--- src/rtl/kc_pkg.sv ---
package kc_pkg;

  localparam int KC_NUM_KERNELS = 11;
  localparam int KC_CW          = 10;

  typedef logic [1:0] quad_t;

  // Order of each stored kernel (number of first-column entries).
  function automatic int kern_order(input int t);
    int ord;
    case (t)
      0:             ord = 2;
      1, 2, 3, 4, 5: ord = 4;
      6, 7, 8, 9:    ord = 8;
      10:            ord = 16;
      default:       ord = 0;
    endcase
    return ord;
  endfunction

  // First-column magnitude of kernel t at angle step k.
  // The entry at k = order/2 always equals the entry at k = 0 (cos(pi/4)
  // row of a dyadic-symmetric kernel), so it is not written out twice.
  function automatic int kern_mag(input int t, input int k);
    int ord;
    int kk;
    int v;
    ord = kern_order(t);
    v   = 0;
    if (k < ord) begin
      kk = (k == ord / 2) ? 0 : k;
      case (t)
        0, 1: v = 1;
        2: case (kk) 0: v = 1;  1: v = 2;  3: v = 1;  default: v = 0; endcase
        3: case (kk) 0: v = 2;  1: v = 3;  3: v = 1;  default: v = 0; endcase
        4: case (kk) 0: v = 17; 1: v = 22; 3: v = 10; default: v = 0; endcase
        5: case (kk) 0: v = 64; 1: v = 83; 3: v = 36; default: v = 0; endcase
        6: case (kk)
             0: v = 8;  1: v = 12; 2: v = 8;  3: v = 10;
             5: v = 6;  6: v = 4;  7: v = 3;  default: v = 0;
           endcase
        7: case (kk)
             0: v = 8;  1: v = 10; 2: v = 10; 3: v = 9;
             5: v = 6;  6: v = 4;  7: v = 2;  default: v = 0;
           endcase
        8: case (kk)
             0: v = 12; 1: v = 16; 2: v = 16; 3: v = 15;
             5: v = 9;  6: v = 6;  7: v = 4;  default: v = 0;
           endcase
        9: case (kk)
             0: v = 64; 1: v = 89; 2: v = 83; 3: v = 75;
             5: v = 50; 6: v = 36; 7: v = 18; default: v = 0;
           endcase
        10: case (kk)
             0:  v = 64; 1:  v = 90; 2:  v = 89; 3:  v = 87;
             4:  v = 83; 5:  v = 80; 6:  v = 75; 7:  v = 70;
             9:  v = 57; 10: v = 50; 11: v = 43; 12: v = 36;
             13: v = 25; 14: v = 18; 15: v = 9;  default: v = 0;
           endcase
        default: v = 0;
      endcase
    end
    return v;
  endfunction

endpackage

--- src/rtl/kc_rst_sync.sv ---
module kc_rst_sync (
  input  logic clk,
  input  logic rst_n,
  output logic rst_sync_n
);

  logic stage1_q;
  logic stage2_q;

  always_ff @(posedge clk or negedge rst_n) begin
    if (!rst_n) begin
      stage1_q <= 1'b0;
      stage2_q <= 1'b0;
    end else begin
      stage1_q <= 1'b1;
      stage2_q <= stage1_q;
    end
  end

  assign rst_sync_n = stage2_q;

endmodule

--- src/rtl/kc_angle.sv ---
module kc_angle #(
  parameter  int COORD_W = 4,
  parameter  int LOG2N_W = 3,
  localparam int F_W     = 2 * COORD_W + 1
) (
  input  logic               col_pass_i,
  input  logic [LOG2N_W-1:0] log2n_i,
  input  logic [COORD_W-1:0] row_i,
  input  logic [COORD_W-1:0] col_i,
  output kc_pkg::quad_t      quad_o,
  output logic [COORD_W-1:0] low_o
);

  logic [COORD_W-1:0] odd_src;
  logic [COORD_W-1:0] scale_src;
  logic [F_W-1:0]     angle;
  logic [F_W-1:0]     keep_mask;
  logic [F_W-1:0]     low_mask;
  logic [F_W-1:0]     kept;

  always_comb begin
    // Row pass: (2c+1)*r. Column pass: (2r+1)*c.
    odd_src   = col_pass_i ? row_i : col_i;
    scale_src = col_pass_i ? col_i : row_i;
    angle     = F_W'({odd_src, 1'b1}) * F_W'(scale_src);
    // Whole turns of 2*pi sit above bit log2n+1 and are dropped.
    keep_mask = (F_W'(1) << (int'(log2n_i) + 2)) - F_W'(1);
    low_mask  = (F_W'(1) << int'(log2n_i)) - F_W'(1);
    kept      = angle & keep_mask;
    quad_o    = 2'(kept >> log2n_i);
    low_o     = COORD_W'(kept & low_mask);
  end

endmodule

--- src/rtl/kc_fold.sv ---
module kc_fold #(
  parameter int COORD_W = 4,
  parameter int LOG2N_W = 3
) (
  input  kc_pkg::quad_t      quad_i,
  input  logic [COORD_W-1:0] low_i,
  input  logic [LOG2N_W-1:0] log2n_i,
  output logic [COORD_W-1:0] idx_o,
  output logic               zero_o,
  output logic               neg_o
);

  logic [COORD_W:0] n_val;
  logic [COORD_W:0] low_ext;
  logic [COORD_W:0] folded;

  always_comb begin
    n_val   = (COORD_W + 1)'(1) << log2n_i;
    low_ext = {1'b0, low_i};
    // Odd quadrants mirror about pi/2 (or 3*pi/2).
    folded  = quad_i[0] ? (n_val - low_ext) : low_ext;
    zero_o  = (folded == n_val);
    idx_o   = COORD_W'(folded);
    // Cosine is negative in the second and third quadrants.
    neg_o   = quad_i[1] ^ quad_i[0];
  end

endmodule

--- src/rtl/kc_seg_rom.sv ---
module kc_seg_rom #(
  parameter  int NUM_KERNELS = 11,
  parameter  int IDX_W       = 4,
  parameter  int TYPE_W      = 4,
  parameter  int CW          = 10,
  localparam int ADDR_W      = TYPE_W + IDX_W
) (
  input  logic [TYPE_W-1:0] type_i,
  input  logic [IDX_W-1:0]  idx_i,
  output logic [CW-1:0]     word_o
);

  logic [ADDR_W-1:0]                  addr;
  logic [TYPE_W-1:0]                  seg_sel;
  logic [IDX_W-1:0]                   seg_off;
  logic [NUM_KERNELS-1:0][CW-1:0]     seg_word;

  assign addr    = {type_i, idx_i};
  assign seg_sel = addr[ADDR_W-1:IDX_W];
  assign seg_off = addr[IDX_W-1:0];

  // One constant segment per kernel, each indexed by the folded offset.
  for (genvar s = 0; s < NUM_KERNELS; s++) begin : g_seg
    assign seg_word[s] = CW'(kc_pkg::kern_mag(s, int'(seg_off)));
  end

  always_comb begin
    word_o = '0;
    for (int s = 0; s < NUM_KERNELS; s++) begin
      if (int'(seg_sel) == s) word_o = seg_word[s];
    end
  end

endmodule

--- src/rtl/kc_coef_decoder.sv ---
module kc_coef_decoder #(
  parameter  int MAX_LOG2N   = 4,
  parameter  int NUM_KERNELS = kc_pkg::KC_NUM_KERNELS,
  parameter  int CW          = kc_pkg::KC_CW,
  localparam int COORD_W     = MAX_LOG2N,
  localparam int LOG2N_W     = $clog2(MAX_LOG2N + 1),
  localparam int TYPE_W      = $clog2(NUM_KERNELS)
) (
  input  logic               clk,
  input  logic               rst_n,
  input  logic               en,
  input  logic               col_pass,
  input  logic [LOG2N_W-1:0] log2n,
  input  logic [TYPE_W-1:0]  ktype,
  input  logic [COORD_W-1:0] row,
  input  logic [COORD_W-1:0] col,
  output logic [CW-1:0]      mult_ctrl,
  output logic               coef_neg
);

  logic               rst_sync_n;
  kc_pkg::quad_t      quad;
  logic [COORD_W-1:0] low_part;
  logic [COORD_W-1:0] fold_idx;
  logic               fold_zero;
  logic               fold_neg;
  logic [CW-1:0]      rom_word;
  logic [CW-1:0]      ctrl_d;
  logic               neg_d;
  logic [CW-1:0]      ctrl_q;
  logic               neg_q;

  kc_rst_sync u_rst_sync (
    .clk        (clk),
    .rst_n      (rst_n),
    .rst_sync_n (rst_sync_n)
  );

  kc_angle #(
    .COORD_W (COORD_W),
    .LOG2N_W (LOG2N_W)
  ) u_angle (
    .col_pass_i (col_pass),
    .log2n_i    (log2n),
    .row_i      (row),
    .col_i      (col),
    .quad_o     (quad),
    .low_o      (low_part)
  );

  kc_fold #(
    .COORD_W (COORD_W),
    .LOG2N_W (LOG2N_W)
  ) u_fold (
    .quad_i  (quad),
    .low_i   (low_part),
    .log2n_i (log2n),
    .idx_o   (fold_idx),
    .zero_o  (fold_zero),
    .neg_o   (fold_neg)
  );

  kc_seg_rom #(
    .NUM_KERNELS (NUM_KERNELS),
    .IDX_W       (COORD_W),
    .TYPE_W      (TYPE_W),
    .CW          (CW)
  ) u_rom (
    .type_i (ktype),
    .idx_i  (fold_idx),
    .word_o (rom_word)
  );

  // Next-state: zero coefficient bypasses the ROM word.
  always_comb begin
    ctrl_d = fold_zero ? '0 : rom_word;
    neg_d  = fold_neg;
  end

  // Output registers with clock enable.
  always_ff @(posedge clk or negedge rst_sync_n) begin
    if (!rst_sync_n) begin
      ctrl_q <= '0;
      neg_q  <= 1'b0;
    end else if (en) begin
      ctrl_q <= ctrl_d;
      neg_q  <= neg_d;
    end
  end

  assign mult_ctrl = ctrl_q;
  assign coef_neg  = neg_q;

endmodule

--- config.mk ---
export PLATFORM = sky130hd
export DESIGN_NAME = kc_coef_decoder
export DESIGN_NICKNAME = d
export VERILOG_FILES = /design/src/rtl/kc_pkg.sv /design/src/rtl/kc_rst_sync.sv /design/src/rtl/kc_angle.sv /design/src/rtl/kc_fold.sv /design/src/rtl/kc_seg_rom.sv /design/src/rtl/kc_coef_decoder.sv
export SDC_FILE = /design/constraint.sdc
export NUM_CORES = 1
export LEC_CHECK = 0
export BUFFER_PORTS_ARGS = -buffer_cell sky130_fd_sc_hd__buf_4
export CORE_AREA = 3 3 72 74
export CTS_BUF_LIST = sky130_fd_sc_hd__clkbuf_4 sky130_fd_sc_hd__clkbuf_8
export DETAILED_ROUTE_END_ITERATION = 8
export DIE_AREA = 0 0 75 77
export GPL_TIMING_DRIVEN = 0
export PLACE_DENSITY = 0.81
export SLEW_MARGIN = 20
export SYNTH_ARGS = -nofsm -noshare
export SYNTH_HDL_FRONTEND = slang
export SYNTH_HIERARCHICAL = 1
export SYNTH_SLANG_ARGS = --single-unit
--- constraint.sdc ---
create_clock -name clk -period 0.81 [get_ports clk]
set_clock_uncertainty 0.2 [all_clocks]
set_input_delay 0.0405 -clock clk [delete_from_list [all_inputs] [get_ports clk]]
set_output_delay 0.0405 -clock clk [all_outputs]
set_load 0.01 [all_outputs]
==> reports/metrics.sh <==
OUTCOME='finished, violations left'
FAILING_CHECKS='hold timing, setup timing'
FIRSTDRTPASSITERS=7
FP.DIEAREA_SQ_UM=5775
RESIDUAL_ANTENNA_VIOLATING_NET_COUNT_AFTER_DETAILED_ROUTING=0
SYN-INSTANCE-COUNT=355
FINAL_LAYOUT_SIZE_SUFFIX_GT1_FRAC=0.3439
CLKSLEWWORSTSETUPHOLDPATHS_NS=0.05
GRT_REMAINING_OVERFLOW=0
ROUTE.VIAS.TOTAL=2910
PORT_BUFFERS=27
FIN_WS_NS=-4.270
NETLIST.TOP_CELL.BY_AREA='sky130_fd_sc_hd__ha_1'
SWITCHING_POWER_mW=3.111
LAYOUT.CELLS.MOST_COMMON='sky130_fd_sc_hd__buf_4'
CHIPHEIGHT_MICRONS=77
DETAIL_ROUTE.WL_PER_CELL_MICRONS=15.87
SYNTH.YOSYS.WARNINGS=6
CORE-AREA_SQ_UM=4661
START_UTIL=0.6003
SYNTH_CELL_TYPES=73
WORST_SETUP_PATH_END_KIND='flip-flop'
CRITICALPATHCATEGORY='in -> reg'
CTS_HTREE_LEVELS=1
CLK_ROOT_BUFFER_CELL='sky130_fd_sc_hd__clkbuf_8'
AVERAGE_SIZE_OF_A_MAPPED_CELL_SQ_UM=7.881
FINAL_CRITICAL_PATH_SHARE_OF_THE_CLOCK_PERIOD=6.272
FINALNETCOUNT=465
CTS_INSERTED_BUFFERS=3
REMAINING_DRC_ERRORS=0
SWITCHING_SHARE=0.4716
YS_SEQ_AREA_FRAC=0.1163
VIASPERCELL=6.272
NUM_ROWS=25
TIMING.FMAX_GHz=0.1968
CLOCK_INSERTION_DELAY_WORST_SKEW_NS=0.24
CTS.HOLD.BUFFERS_ADDED=1
IOPINCOUNT=30
LEAKAGE_nW=1.587
SYNTH.AREA.TOP_CELLS='sky130_fd_sc_hd__ha_1 13%, sky130_fd_sc_hd__dfrtp_1 12%, sky130_fd_sc_hd__inv_1 5.0%'
CLOCKPOWERSHARE=0.092
MAX-CAP-VIOLATIONS=0
NUMBER_OF_GLOBAL_ROUTE_VIAS_BEFORE_REPAIR=2667
WORST-SLEW-PIN-TRANSITION_NS=0.6039
PWR-SHARE-SEQ=0.132
DPL.CELL_COUNT=438
TIMING.CRITICAL_PATH.ARRIVAL_NS=5.05
POST_SYNTH_ARST_SHARE=1.000
CLOCK_TREE_FROM_TRITONCTS='done'
HOLD_VIOL_FINAL=22
SETUP_VIOL=21
SYN-CELL-AREA_SQ_UM=2798
CRITICAL_PATH.STARTPOINT_TYPE='input port'
FINALMAXSLEWVIOLATIONS=0
CLOCK_SINKS=13
FINALWORSTPATHREQUIREDPERIOD_NS=5.080
FINAL_CELL_MIX='38 x sky130_fd_sc_hd__buf_4, 30 x sky130_fd_sc_hd__inv_1, 26 x sky130_fd_sc_hd__ha_1, 21 x sky130_fd_sc_hd__nor2_1, 18 x sky130_fd_sc_hd__buf_6'
CELLINTERNALPOWER_mW=3.485
CHIPWIDTH_MICRONS=75
TOTAL_NEGATIVE_SETUP_SLACKS_NS=-34.54
LAYOUT.CELL_AREA.NON_FILLER_SQ_UM=3586
HOLD_CLASS='in -> reg'
RSZ0062_AT_GRT='true'
IRDROPWORSTVDD_V=0.001139
HOLD_WS_NS=-0.1184
WORSTPATHMAXFANOUT=7
DPL.HPWL_MICRONS=5314
LARGEST_NET_DEGREE_AT_THE_START_OF_GLOBAL_ROUTING=16
ANTENNA_CELLS=0
TIMING.CRITICAL_PATH.REQUIRED_NS=0.78
PLACEMENT.CELL_AREA_SQ_UM=3209
COMBINATIONAL_FRACTION_OF_DESIGN_POWER=0.776
FINALWEIGHTEDCONGESTION=0.9391
FINAL_CELLS=464
WL_MICRONS=7363
DRT_ITER0_DRC=334
LAYOUT-AREA-OVERHEAD-VS-SYNTH_PCT=28.18
POWER.DENSITY_CELL_AREA_nW_PER_UM2=1840
YOSYSTOPAREACELLSHARE=0.1297
POSTSYNTHREGISTERBITS=13
GRT_UTIL_OVERALL=0.2562
RELSLEWSLACK=0.5966
CTS-ROOT-TO-SINK-BUFFERS=2
ANTENNA_VIOLATIONS_BEFORE_REPAIR=0
SYNTH_FF_TYPE='sky130_fd_sc_hd__dfrtp_1'
SYNTH-EDFF-COUNT=0
GRT_PASS1_WL_MICRONS=12020
## routing by layer
layer | up-vias | global-route usage | wire (microns)
li1 | 1403 | - | -
met1 | 1335 | 0.3783 | 3243
met2 | 152 | 0.3902 | 3422
met3 | 20 | 0.03670 | 539
met4 | 0 | 0.05694 | 158
met5 | - | 0 | 0
## metrics by stage
stage / power [mW] / util / setup slack, ns
after CTS: 6.211 / 0.7471 / -4.298
after floorplan: 4.084 / - / -4.026
after global placement: 4.997 / 0.6886 / -4.674
after global routing: 7.116 / 0.7694 / -4.509
final: 6.596 / 0.7694 / -4.270
after detailed placement: 5.079 / 0.6886 / -4.742
## sequential cells by signal (all words and copies together), names as in the netlist
register               flops
u_rst_sync/stage1_q        1
u_rst_sync/rst_sync_n      1
coef_neg                   1
mult_ctrl                 10
## cells in the mapped netlist, types with 2 or more instances
cell / n
sky130_fd_sc_hd__nor4_1: 5
sky130_fd_sc_hd__o21a_1: 3
sky130_fd_sc_hd__and3_1: 4
sky130_fd_sc_hd__o21ai_1: 2
sky130_fd_sc_hd__inv_1: 37
sky130_fd_sc_hd__xor2_1: 4
sky130_fd_sc_hd__o21ai_2: 11
sky130_fd_sc_hd__or3_1: 2
sky130_fd_sc_hd__nand2b_1: 4
sky130_fd_sc_hd__inv_2: 2
sky130_fd_sc_hd__a21boi_0: 2
sky130_fd_sc_hd__buf_4: 3
sky130_fd_sc_hd__mux2i_1: 6
sky130_fd_sc_hd__o211ai_1: 5
sky130_fd_sc_hd__o31a_1: 2
sky130_fd_sc_hd__nor3b_1: 4
sky130_fd_sc_hd__o21bai_1: 2
sky130_fd_sc_hd__ha_1: 29
sky130_fd_sc_hd__a221oi_1: 4
sky130_fd_sc_hd__a21o_1: 4
sky130_fd_sc_hd__buf_2: 6
sky130_fd_sc_hd__nand3_1: 13
sky130_fd_sc_hd__a2bb2oi_1: 2
sky130_fd_sc_hd__and2_1: 3
sky130_fd_sc_hd__o21ai_0: 13
sky130_fd_sc_hd__a31oi_1: 9
sky130_fd_sc_hd__nor3_1: 11
sky130_fd_sc_hd__a21oi_1: 15
sky130_fd_sc_hd__clkbuf_1: 5
sky130_fd_sc_hd__nand3b_1: 12
sky130_fd_sc_hd__or2_2: 2
sky130_fd_sc_hd__mux2_2: 6
sky130_fd_sc_hd__fa_1: 6
sky130_fd_sc_hd__conb_1: 2
sky130_fd_sc_hd__nor2b_1: 10
sky130_fd_sc_hd__nor2_1: 22
sky130_fd_sc_hd__nand4_1: 3
sky130_fd_sc_hd__buf_6: 6
sky130_fd_sc_hd__nand2_1: 13
sky130_fd_sc_hd__xnor2_1: 7
sky130_fd_sc_hd__a32oi_1: 4
sky130_fd_sc_hd__o31ai_1: 3
sky130_fd_sc_hd__dfrtp_1: 13
sky130_fd_sc_hd__a211oi_1: 5
## final timing paths
check / start / end / slack [ns] / depth (start not counted)
setup / recovery: col_pass / mult_ctrl[1]$_DFFE_PN0P_ / -4.27 / 25
min in group asynchronous: rst_n / u_rst_sync/rst_sync_n$_DFF_PN0_ / -0.10 / 2
hold / removal: en / coef_neg$_DFFE_PN0P_ / -0.12 / 2
setup reg to reg: coef_neg$_DFFE_PN0P_ / coef_neg$_DFFE_PN0P_ / -0.15 / 1
max in group asynchronous: u_rst_sync/rst_sync_n$_DFF_PN0_ / mult_ctrl[3]$_DFFE_PN0P_ / 0.11 / 0
hold reg to reg: u_rst_sync/rst_sync_n$_DFF_PN0_ / mult_ctrl[8]$_DFFE_PN0P_ / -0.01 / 0
## power groups by stage
stage	registers (mW)	clock network, mW	logic (mW)
floorplan	0.899	0	3.18
global placement	0.846	0	4.15
detailed placement	0.851	0	4.23
CTS	0.862	0.626	4.72
global route	0.885	0.662	5.57
finish	0.870	0.606	5.12
## cells by family (layout without fill, tap and decap cells)
family	Yosys count	count (layout)	share of synthesized area
AND/OR/NAND/NOR	121	121	0.2585
AO/OA/AOI/OAI	100	100	0.2616
multiplexers	12	12	0.04562
other	2	4	0.002684
adder cells (fa/ha/maj)	35	35	0.1726
buffers and inverters	61	114	0.1082
flip-flops	13	13	0.1163
XOR/XNOR	11	11	0.03444
## worst max-delay path, cell delays in order
cell and delay (ns):
sky130_fd_sc_hd__buf_8 0.10, sky130_fd_sc_hd__buf_12 0.13, sky130_fd_sc_hd__mux2i_4 0.19, sky130_fd_sc_hd__or2_4 0.26, sky130_fd_sc_hd__fa_1 0.49, sky130_fd_sc_hd__fa_1 0.56
sky130_fd_sc_hd__inv_1 0.06, sky130_fd_sc_hd__ha_4 0.23, sky130_fd_sc_hd__a21o_1 0.20, sky130_fd_sc_hd__a21oi_2 0.13, sky130_fd_sc_hd__xnor2_1 0.11, sky130_fd_sc_hd__a31oi_1 0.20
sky130_fd_sc_hd__a31oi_2 0.12, sky130_fd_sc_hd__buf_6 0.15, sky130_fd_sc_hd__nor2b_4 0.13, sky130_fd_sc_hd__and3_4 0.14, sky130_fd_sc_hd__a221oi_2 0.17, sky130_fd_sc_hd__nand3b_1 0.26
sky130_fd_sc_hd__or4b_4 0.56, sky130_fd_sc_hd__buf_8 0.16, sky130_fd_sc_hd__a311oi_2 0.22, sky130_fd_sc_hd__a2bb2oi_2 0.10, sky130_fd_sc_hd__a31oi_1 0.17, sky130_fd_sc_hd__nand3b_1 0.11
sky130_fd_sc_hd__o21ai_2 0.06
## repair_timing
item	in CTS	in global routing
resized for setup	29	14
hold endpoints to repair	22	7
buffers inserted	14	7
pin swaps	16	18
endpoints found under the setup margin	19	22
## area by class of cell
type,count,area [sq um]
fillers,326,1075
well taps,54,67.56
multi-input cells,283,2380
repair buffers,49,422.9
flip-flops and latches,13,325.3
inverters,39,146.4
clock buffers,4,48.80
plain buffers,22,195.2
No activity file was read; power rests on OpenSTA's default activity.
